<file path="src/rtl/pld_pkg.sv">
`timescale 1ns/1ps
package pld_pkg;

  typedef enum logic [1:0] {
    MEAS_IDLE = 2'd0,
    MEAS_REF  = 2'd1,
    MEAS_FB   = 2'd2
  } meas_st_t;

  localparam int RUN_W = 8;

  function automatic logic [RUN_W-1:0] run_target(input logic [1:0] sel);
    case (sel)
      2'b00:   return 8'd5;
      2'b01:   return 8'd16;
      2'b10:   return 8'd64;
      default: return 8'd255;
    endcase
  endfunction

endpackage

</file>
<file path="src/rtl/pld_edge.sv">
`timescale 1ns/1ps
module pld_edge (
  input  logic clk,
  input  logic rst_n,
  input  logic stb,
  output logic rise
);

  logic prev_q;

  always_ff @(posedge clk or negedge rst_n) begin
    if (!rst_n) prev_q <= 1'b0;
    else        prev_q <= stb;
  end

  assign rise = stb & ~prev_q;

endmodule

</file>
<file path="src/rtl/pld_skew.sv">
`timescale 1ns/1ps
module pld_skew #(
  parameter int CNT_W = 6
) (
  input  logic             clk,
  input  logic             rst_n,
  input  logic             rise_ref,
  input  logic             rise_fb,
  output logic             pair_vld,
  output logic             pair_bad,
  output logic [CNT_W-1:0] pair_skew
);
  import pld_pkg::*;

  localparam logic [CNT_W-1:0] CNT_MAX = {CNT_W{1'b1}};
  localparam logic [CNT_W-1:0] CNT_ONE = CNT_W'(1);

  meas_st_t         st_q, st_d;
  logic [CNT_W-1:0] cnt_q, cnt_d;
  logic             vld_d, bad_d;
  logic [CNT_W-1:0] skew_d;
  logic             first_rise, other_rise;

  // In a waiting state, pick which strobe opened the measurement.
  always_comb begin
    first_rise = (st_q == MEAS_REF) ? rise_ref : rise_fb;
    other_rise = (st_q == MEAS_REF) ? rise_fb  : rise_ref;
  end

  always_comb begin
    st_d   = st_q;
    cnt_d  = cnt_q;
    vld_d  = 1'b0;
    bad_d  = 1'b0;
    skew_d = pair_skew;
    case (st_q)
      MEAS_IDLE: begin
        if (rise_ref && rise_fb) begin
          vld_d  = 1'b1;
          skew_d = '0;
        end else if (rise_ref) begin
          st_d  = MEAS_REF;
          cnt_d = CNT_ONE;
        end else if (rise_fb) begin
          st_d  = MEAS_FB;
          cnt_d = CNT_ONE;
        end
      end
      MEAS_REF, MEAS_FB: begin
        if (other_rise) begin
          vld_d  = 1'b1;
          skew_d = cnt_q;
          st_d   = MEAS_IDLE;
        end else if (first_rise) begin
          // Same strobe edged twice: flag this comparison, restart.
          vld_d  = 1'b1;
          bad_d  = 1'b1;
          skew_d = CNT_MAX;
          cnt_d  = CNT_ONE;
        end else if (cnt_q != CNT_MAX) begin
          cnt_d = cnt_q + CNT_ONE;
        end
      end
      default: st_d = MEAS_IDLE;
    endcase
  end

  always_ff @(posedge clk or negedge rst_n) begin
    if (!rst_n) begin
      st_q      <= MEAS_IDLE;
      cnt_q     <= '0;
      pair_vld  <= 1'b0;
      pair_bad  <= 1'b0;
      pair_skew <= '0;
    end else begin
      st_q     <= st_d;
      cnt_q    <= cnt_d;
      pair_vld <= vld_d;
      pair_bad <= bad_d;
      if (vld_d) pair_skew <= skew_d;
    end
  end

endmodule

</file>
<file path="src/rtl/pld_lock_fsm.sv">
`timescale 1ns/1ps
module pld_lock_fsm #(
  parameter int CNT_W   = 6,
  parameter int WIN_HI  = 8,
  parameter int LOSS_HI = 16,
  parameter int WIN_LO  = 3,
  parameter int LOSS_LO = 6
) (
  input  logic                      clk,
  input  logic                      rst_n,
  input  logic                      pair_vld,
  input  logic                      pair_bad,
  input  logic [CNT_W-1:0]          pair_skew,
  input  logic [1:0]                cnt_sel,
  input  logic                      win_low,
  input  logic                      det_off,
  output logic                      locked,
  output logic [pld_pkg::RUN_W-1:0] run_cnt,
  output logic [pld_pkg::RUN_W-1:0] run_need
);
  import pld_pkg::*;

  localparam logic [CNT_W-1:0] WIN_HI_V  = CNT_W'(WIN_HI);
  localparam logic [CNT_W-1:0] LOSS_HI_V = CNT_W'(LOSS_HI);
  localparam logic [CNT_W-1:0] WIN_LO_V  = CNT_W'(WIN_LO);
  localparam logic [CNT_W-1:0] LOSS_LO_V = CNT_W'(LOSS_LO);

  logic             lock_q, lock_d;
  logic [RUN_W-1:0] run_q, run_d;
  logic [RUN_W:0]   run_inc;
  logic [CNT_W-1:0] win_lim, loss_lim;
  logic             in_win, beyond;

  always_comb begin
    win_lim  = win_low ? WIN_LO_V  : WIN_HI_V;
    loss_lim = win_low ? LOSS_LO_V : LOSS_HI_V;
    in_win   = !pair_bad && (pair_skew < win_lim);
    beyond   = pair_bad || (pair_skew > loss_lim);
    run_need = run_target(cnt_sel);
    run_inc  = {1'b0, run_q} + {{RUN_W{1'b0}}, 1'b1};
  end

  always_comb begin
    lock_d = lock_q;
    run_d  = run_q;
    if (det_off) begin
      lock_d = 1'b0;
      run_d  = '0;
    end else if (pair_vld) begin
      if (!lock_q) begin
        if (in_win) begin
          if (run_inc >= {1'b0, run_need}) begin
            lock_d = 1'b1;
            run_d  = '0;
          end else begin
            run_d = run_inc[RUN_W-1:0];
          end
        end else begin
          run_d = '0;
        end
      end else if (beyond) begin
        lock_d = 1'b0;
        run_d  = '0;
      end
    end
  end

  always_ff @(posedge clk or negedge rst_n) begin
    if (!rst_n) begin
      lock_q <= 1'b0;
      run_q  <= '0;
    end else begin
      lock_q <= lock_d;
      run_q  <= run_d;
    end
  end

  assign locked  = lock_q;
  assign run_cnt = run_q;

endmodule

</file>
<file path="src/rtl/pll_lock_detect.sv">
`timescale 1ns/1ps
module pll_lock_detect #(
  parameter int CNT_W   = 6,
  parameter int WIN_HI  = 8,
  parameter int LOSS_HI = 16,
  parameter int WIN_LO  = 3,
  parameter int LOSS_LO = 6
) (
  input  logic       clk,
  input  logic       rst_n,
  input  logic       ref_stb,
  input  logic       fb_stb,
  input  logic [1:0] cnt_sel,
  input  logic       win_low,
  input  logic       det_off,
  output logic       locked
);
  import pld_pkg::*;

  localparam int NUM_STB = 2;

  logic [1:0]         rst_sync_q;
  logic               rst_int_n;
  logic [NUM_STB-1:0] stb_in, stb_rise;
  logic               pair_vld, pair_bad;
  logic [CNT_W-1:0]   pair_skew;
  logic [RUN_W-1:0]   run_cnt, run_need;

  // Reset asserts at once, releases after two clock edges.
  always_ff @(posedge clk or negedge rst_n) begin
    if (!rst_n) rst_sync_q <= 2'b00;
    else        rst_sync_q <= {rst_sync_q[0], 1'b1};
  end
  assign rst_int_n = rst_sync_q[1];

  assign stb_in = {fb_stb, ref_stb};

  for (genvar g = 0; g < NUM_STB; g++) begin : g_edge
    pld_edge u_edge (
      .clk  (clk),
      .rst_n(rst_int_n),
      .stb  (stb_in[g]),
      .rise (stb_rise[g])
    );
  end

  pld_skew #(.CNT_W(CNT_W)) u_skew (
    .clk      (clk),
    .rst_n    (rst_int_n),
    .rise_ref (stb_rise[0]),
    .rise_fb  (stb_rise[1]),
    .pair_vld (pair_vld),
    .pair_bad (pair_bad),
    .pair_skew(pair_skew)
  );

  pld_lock_fsm #(
    .CNT_W  (CNT_W),
    .WIN_HI (WIN_HI),
    .LOSS_HI(LOSS_HI),
    .WIN_LO (WIN_LO),
    .LOSS_LO(LOSS_LO)
  ) u_fsm (
    .clk      (clk),
    .rst_n    (rst_int_n),
    .pair_vld (pair_vld),
    .pair_bad (pair_bad),
    .pair_skew(pair_skew),
    .cnt_sel  (cnt_sel),
    .win_low  (win_low),
    .det_off  (det_off),
    .locked   (locked),
    .run_cnt  (run_cnt),
    .run_need (run_need)
  );

endmodule

</file>
<file path="config.mk">
export PLATFORM = sky130hd
export DESIGN_NAME = pll_lock_detect
export DESIGN_NICKNAME = d
export VERILOG_FILES = /design/src/rtl/pld_pkg.sv /design/src/rtl/pld_edge.sv /design/src/rtl/pld_skew.sv /design/src/rtl/pld_lock_fsm.sv /design/src/rtl/pll_lock_detect.sv
export SDC_FILE = /design/constraint.sdc
export NUM_CORES = 1
export LEC_CHECK = 0
export BUFFER_PORTS_ARGS = -buffer_cell sky130_fd_sc_hd__buf_2
export CAP_MARGIN = 10
export CELL_PAD_IN_SITES_DETAIL_PLACEMENT = 0
export CELL_PAD_IN_SITES_GLOBAL_PLACEMENT = 1
export CORE_MARGIN = 2
export CORE_UTILIZATION = 47
export DETAILED_ROUTE_END_ITERATION = 7
export PLACE_DENSITY = 0.83
export SLEW_MARGIN = 0
export SYNTH_ARGS = -nofsm -noshare
export SYNTH_HDL_FRONTEND = slang
export SYNTH_SLANG_ARGS = --single-unit
</file>
<file path="constraint.sdc">
create_clock -name clk -period 1.29 [get_ports clk]
set_clock_uncertainty 0.05 [all_clocks]
set_input_delay 0.129 -clock clk [delete_from_list [all_inputs] [get_ports clk]]
set_output_delay 0.129 -clock clk [all_outputs]
set_load 0.05 [all_outputs]
</file>
==> run summary <==
max-slew violations: 0
number of distinct library cells after synthesis: 44
Largest stage delay, worst path: 0.43 ns
violated checks: setup timing
Static Leak: 0.00143 uW
total core area: 4000 um2
syn avg cell area: 9.27 um2
number of antenna-violating nets in the routed design: 0
count of inserted antenna diode cells: 0
post-synthesis sequential element count: 29
synthesized area: 1960 um2
overall die area: 4690 um2
standard-cell row count: 23
final worst path period share: 202%
vias in the first global route: 2,028
Via density: 5.72
Final HPWL DP: 3.85 mm
antenna violations before repair: 0
count of endpoints failing setup in the final report: 25
post-synth net total: 240
routed length per placed instance: 17.5 um
first-pass detailed-route iteration total: 4
H-tree level count: 2
final critical-path setup slack: -1.32 ns
type of the tightest min-delay check: input pin to async pin
CP cell instances: and3_4 > a31oi_2 > or2_4 > ha_1 > and3_4 > a221oi_2 > o31a_1 > buf_6 > a41oi_1 > a31oi_1
WS Path Type: flip-flop to flip-flop
critical-path maximum fanout: 6
net count reported at finish: 329
total negative slack for setup checks: -17.69 ns
die height: 68.5 um
total grt overflow: 0
clock buffers created by TritonCTS: 5
sequential cell area fraction in the yosys report: 37.1%
number of standard cells after synthesis: 211
most common flop cell mapped by yosys: sky130_fd_sc_hd__dfrtp_1
total global-route track usage: 26.8%
cell repeated most along the worst path: sky130_fd_sc_hd__and3_4
share of synthesized registers carrying an async set or reset: 100%
layout cells sized above 1: 45.3%
pwr dens: 1560 nW/um2
Post-synth EDFFs: 0
largest voltage drop on the vdd net: 1620 uV
top cells by count, synth: sky130_fd_sc_hd__dfrtp_1 (29), sky130_fd_sc_hd__inv_1 (24), sky130_fd_sc_hd__ha_1 (21), sky130_fd_sc_hd__nand2_1 (17), sky130_fd_sc_hd__o21ai_0 (12)
Die Wd: 68.5 um
most frequent cell after synthesis: sky130_fd_sc_hd__dfrtp_1
total wire length: 6.12 mm
kind of end point of the critical path: flip-flop
setup repair after global routing missed its margin: true
remaining routing DRC violations: 0
Tmin final: 2.61 ns
area growth from synthesis to layout: 58.0%
clock tree root buffer cell: sky130_fd_sc_hd__clkbuf_8
Crit path max-delay family: compound AO/OA/AOI/OAI gates
final-report hold violation count: 0
DRC marker count from the first detailed-route iteration: 92
via count: 2,003
biggest area consumer among synthesized cells: sky130_fd_sc_hd__dfrtp_1
total power draw: 4810 uW
WP data required: 1.43 ns
type of element launching the critical path: flip-flop
weighted congestion at the end of routability-driven global placement: 0.891
effective utilization at floorplan: 48.9%
clock transition at the register clock pins on the worst setup and hold paths after CTS: 0.06 ns
number of buffers inserted by port buffering: 8
Rel. slew slack: 56.3%
Max-Cap Viols: 0
run status: finished, violations left
top area cells in the synthesized netlist: sky130_fd_sc_hd__dfrtp_1 (37%), sky130_fd_sc_hd__ha_1 (13%), sky130_fd_sc_hd__mux2i_1 (4.6%)
CTS sink cnt: 29
timing startpoint of the critical path: u_fsm.run_cnt[1]
TritonCTS clock tree: built
slowest cell on the critical path: sky130_fd_sc_hd__dfrtp_1
worst-skew pair later-pin latency: 0.28 ns
Bufs and invs on worst path: 1
number of I/O pins: 9
wire length of the first global-routing pass: 9.28 mm
Max Buffers Root-to-Sink: 2
peak clock frequency supported by timing: 384 MHz
slew at the pin with the worst max-slew slack: 0.651 ns
launching point of the worst reg2reg path: u_fsm.run_cnt[1]
arrival time of the worst setup path: 2.75 ns
pin count of the biggest net entering global routing: 19
YS warnings: 0
share of the synthesized area in the top cell type: 37.1%
[placed cells by master (no fill, tap or decap), types with 4 or more instances in the layout]
cell	n
sky130_fd_sc_hd__buf_6	11
sky130_fd_sc_hd__nand2_1	13
sky130_fd_sc_hd__and3_4	4
sky130_fd_sc_hd__a21oi_1	4
sky130_fd_sc_hd__mux2i_1	8
sky130_fd_sc_hd__nand4_1	6
sky130_fd_sc_hd__buf_2	8
sky130_fd_sc_hd__buf_4	63
sky130_fd_sc_hd__nand3_1	4
sky130_fd_sc_hd__nor2_1	10
sky130_fd_sc_hd__nand2b_1	4
sky130_fd_sc_hd__ha_1	17
sky130_fd_sc_hd__clkbuf_8	6
sky130_fd_sc_hd__o21ai_0	9
sky130_fd_sc_hd__dfrtp_1	29
sky130_fd_sc_hd__inv_1	21
sky130_fd_sc_hd__ha_4	4
sky130_fd_sc_hd__o21ai_1	4
[logic make-up after synthesis]
group | synth area share, %
flops | 37.1
xor+xnor | 2.24
mux | 5.37
simple gates | 17.7
fa+ha+maj | 13.4
compound gates | 18.1
buf+inv | 5.89
other cells | 0.192
[area by class of cell]
cell class	count	area (um2)
multi-input cells	154	1440
fillers	245	911
flip-flops and latches	29	726
repair buffers	86	687
inverters	24	90.1
clock buffers	7	86.3
well taps	50	62.6
[metrics by stage]
stage               area, um2  cells  hold slack, ns  utilization [%]  worst slack, ns
finish                   3090    350           0.106             77.2            -1.32
floorplan                2040    211          -0.217                -            -1.06
CTS                      2890    342           0.109             72.1            -1.25
detailed placement       2560    325          -0.135             64.0            -1.26
global route             3090    350           0.123             77.2            -1.37
global placement         2560    325          -0.137             64.0            -1.12
[power breakdown]
group	leakage (uW)	switching, uW	internal (uW)
Sequential	0.000380	139	1080
Clock	0.0000443	341	422
Combinational	0.00101	1380	1450
[path summary, 6_finish.rpt]
| path | end | slack [ns] | depth (start not counted) |
|---|---|---|---|
| hold / removal | rst_sync_q[1] | 0.11 | 2 |
| min in group clk | u_fsm.locked | 0.18 | 3 |
| hold reg to reg | u_skew.st_q[0] | 0.13 | 1 |
| setup reg to reg | u_fsm.run_cnt[6] | -1.32 | 10 |
| max in group asynchronous | u_skew.pair_skew[0] | 0.82 | 1 |
| setup / recovery | u_fsm.run_cnt[6] | -1.32 | 10 |
[worst register-to-register path, cell delays in order (launching register included)]
cell	delay (ns)
sky130_fd_sc_hd__dfrtp_1	0.43
sky130_fd_sc_hd__and3_4	0.25
sky130_fd_sc_hd__a31oi_2	0.12
sky130_fd_sc_hd__or2_4	0.28
sky130_fd_sc_hd__ha_1	0.28
sky130_fd_sc_hd__and3_4	0.18
sky130_fd_sc_hd__a221oi_2	0.28
sky130_fd_sc_hd__o31a_1	0.22
sky130_fd_sc_hd__buf_6	0.13
sky130_fd_sc_hd__a41oi_1	0.10
sky130_fd_sc_hd__a31oi_1	0.20
[flip-flops by register name, indices dropped and copies added (netlist names), 2 cells and up]
signal / cells
u_skew.pair_skew: 6
u_skew.st_q: 2
rst_sync_q: 2
u_skew.cnt_q: 6
g_edge.u_edge.prev_q: 2
u_fsm.run_cnt: 8
[layer usage]
layer	up-vias	wire length (um)	track usage (%)	part of all wire [%]
li1	936	-	-	-
met1	986	2390	31.2	39
met2	55	3330	46.9	55
met3	26	181	6.33	3.0
met4	0	212	11.3	3.5
met5	-	0	0	0
[what timing repair did]
| item | in CTS | in global routing |
|---|---|---|
| resized for setup | 32 | 28 |
| hold buffers | 3 | 0 |
| setup endpoints to repair | 25 | 25 |
| hold endpoints to repair | 4 | 0 |
| pin swaps | 13 | 15 |
| buffers inserted | 9 | 11 |
Power figures use the tool's default switching activity.
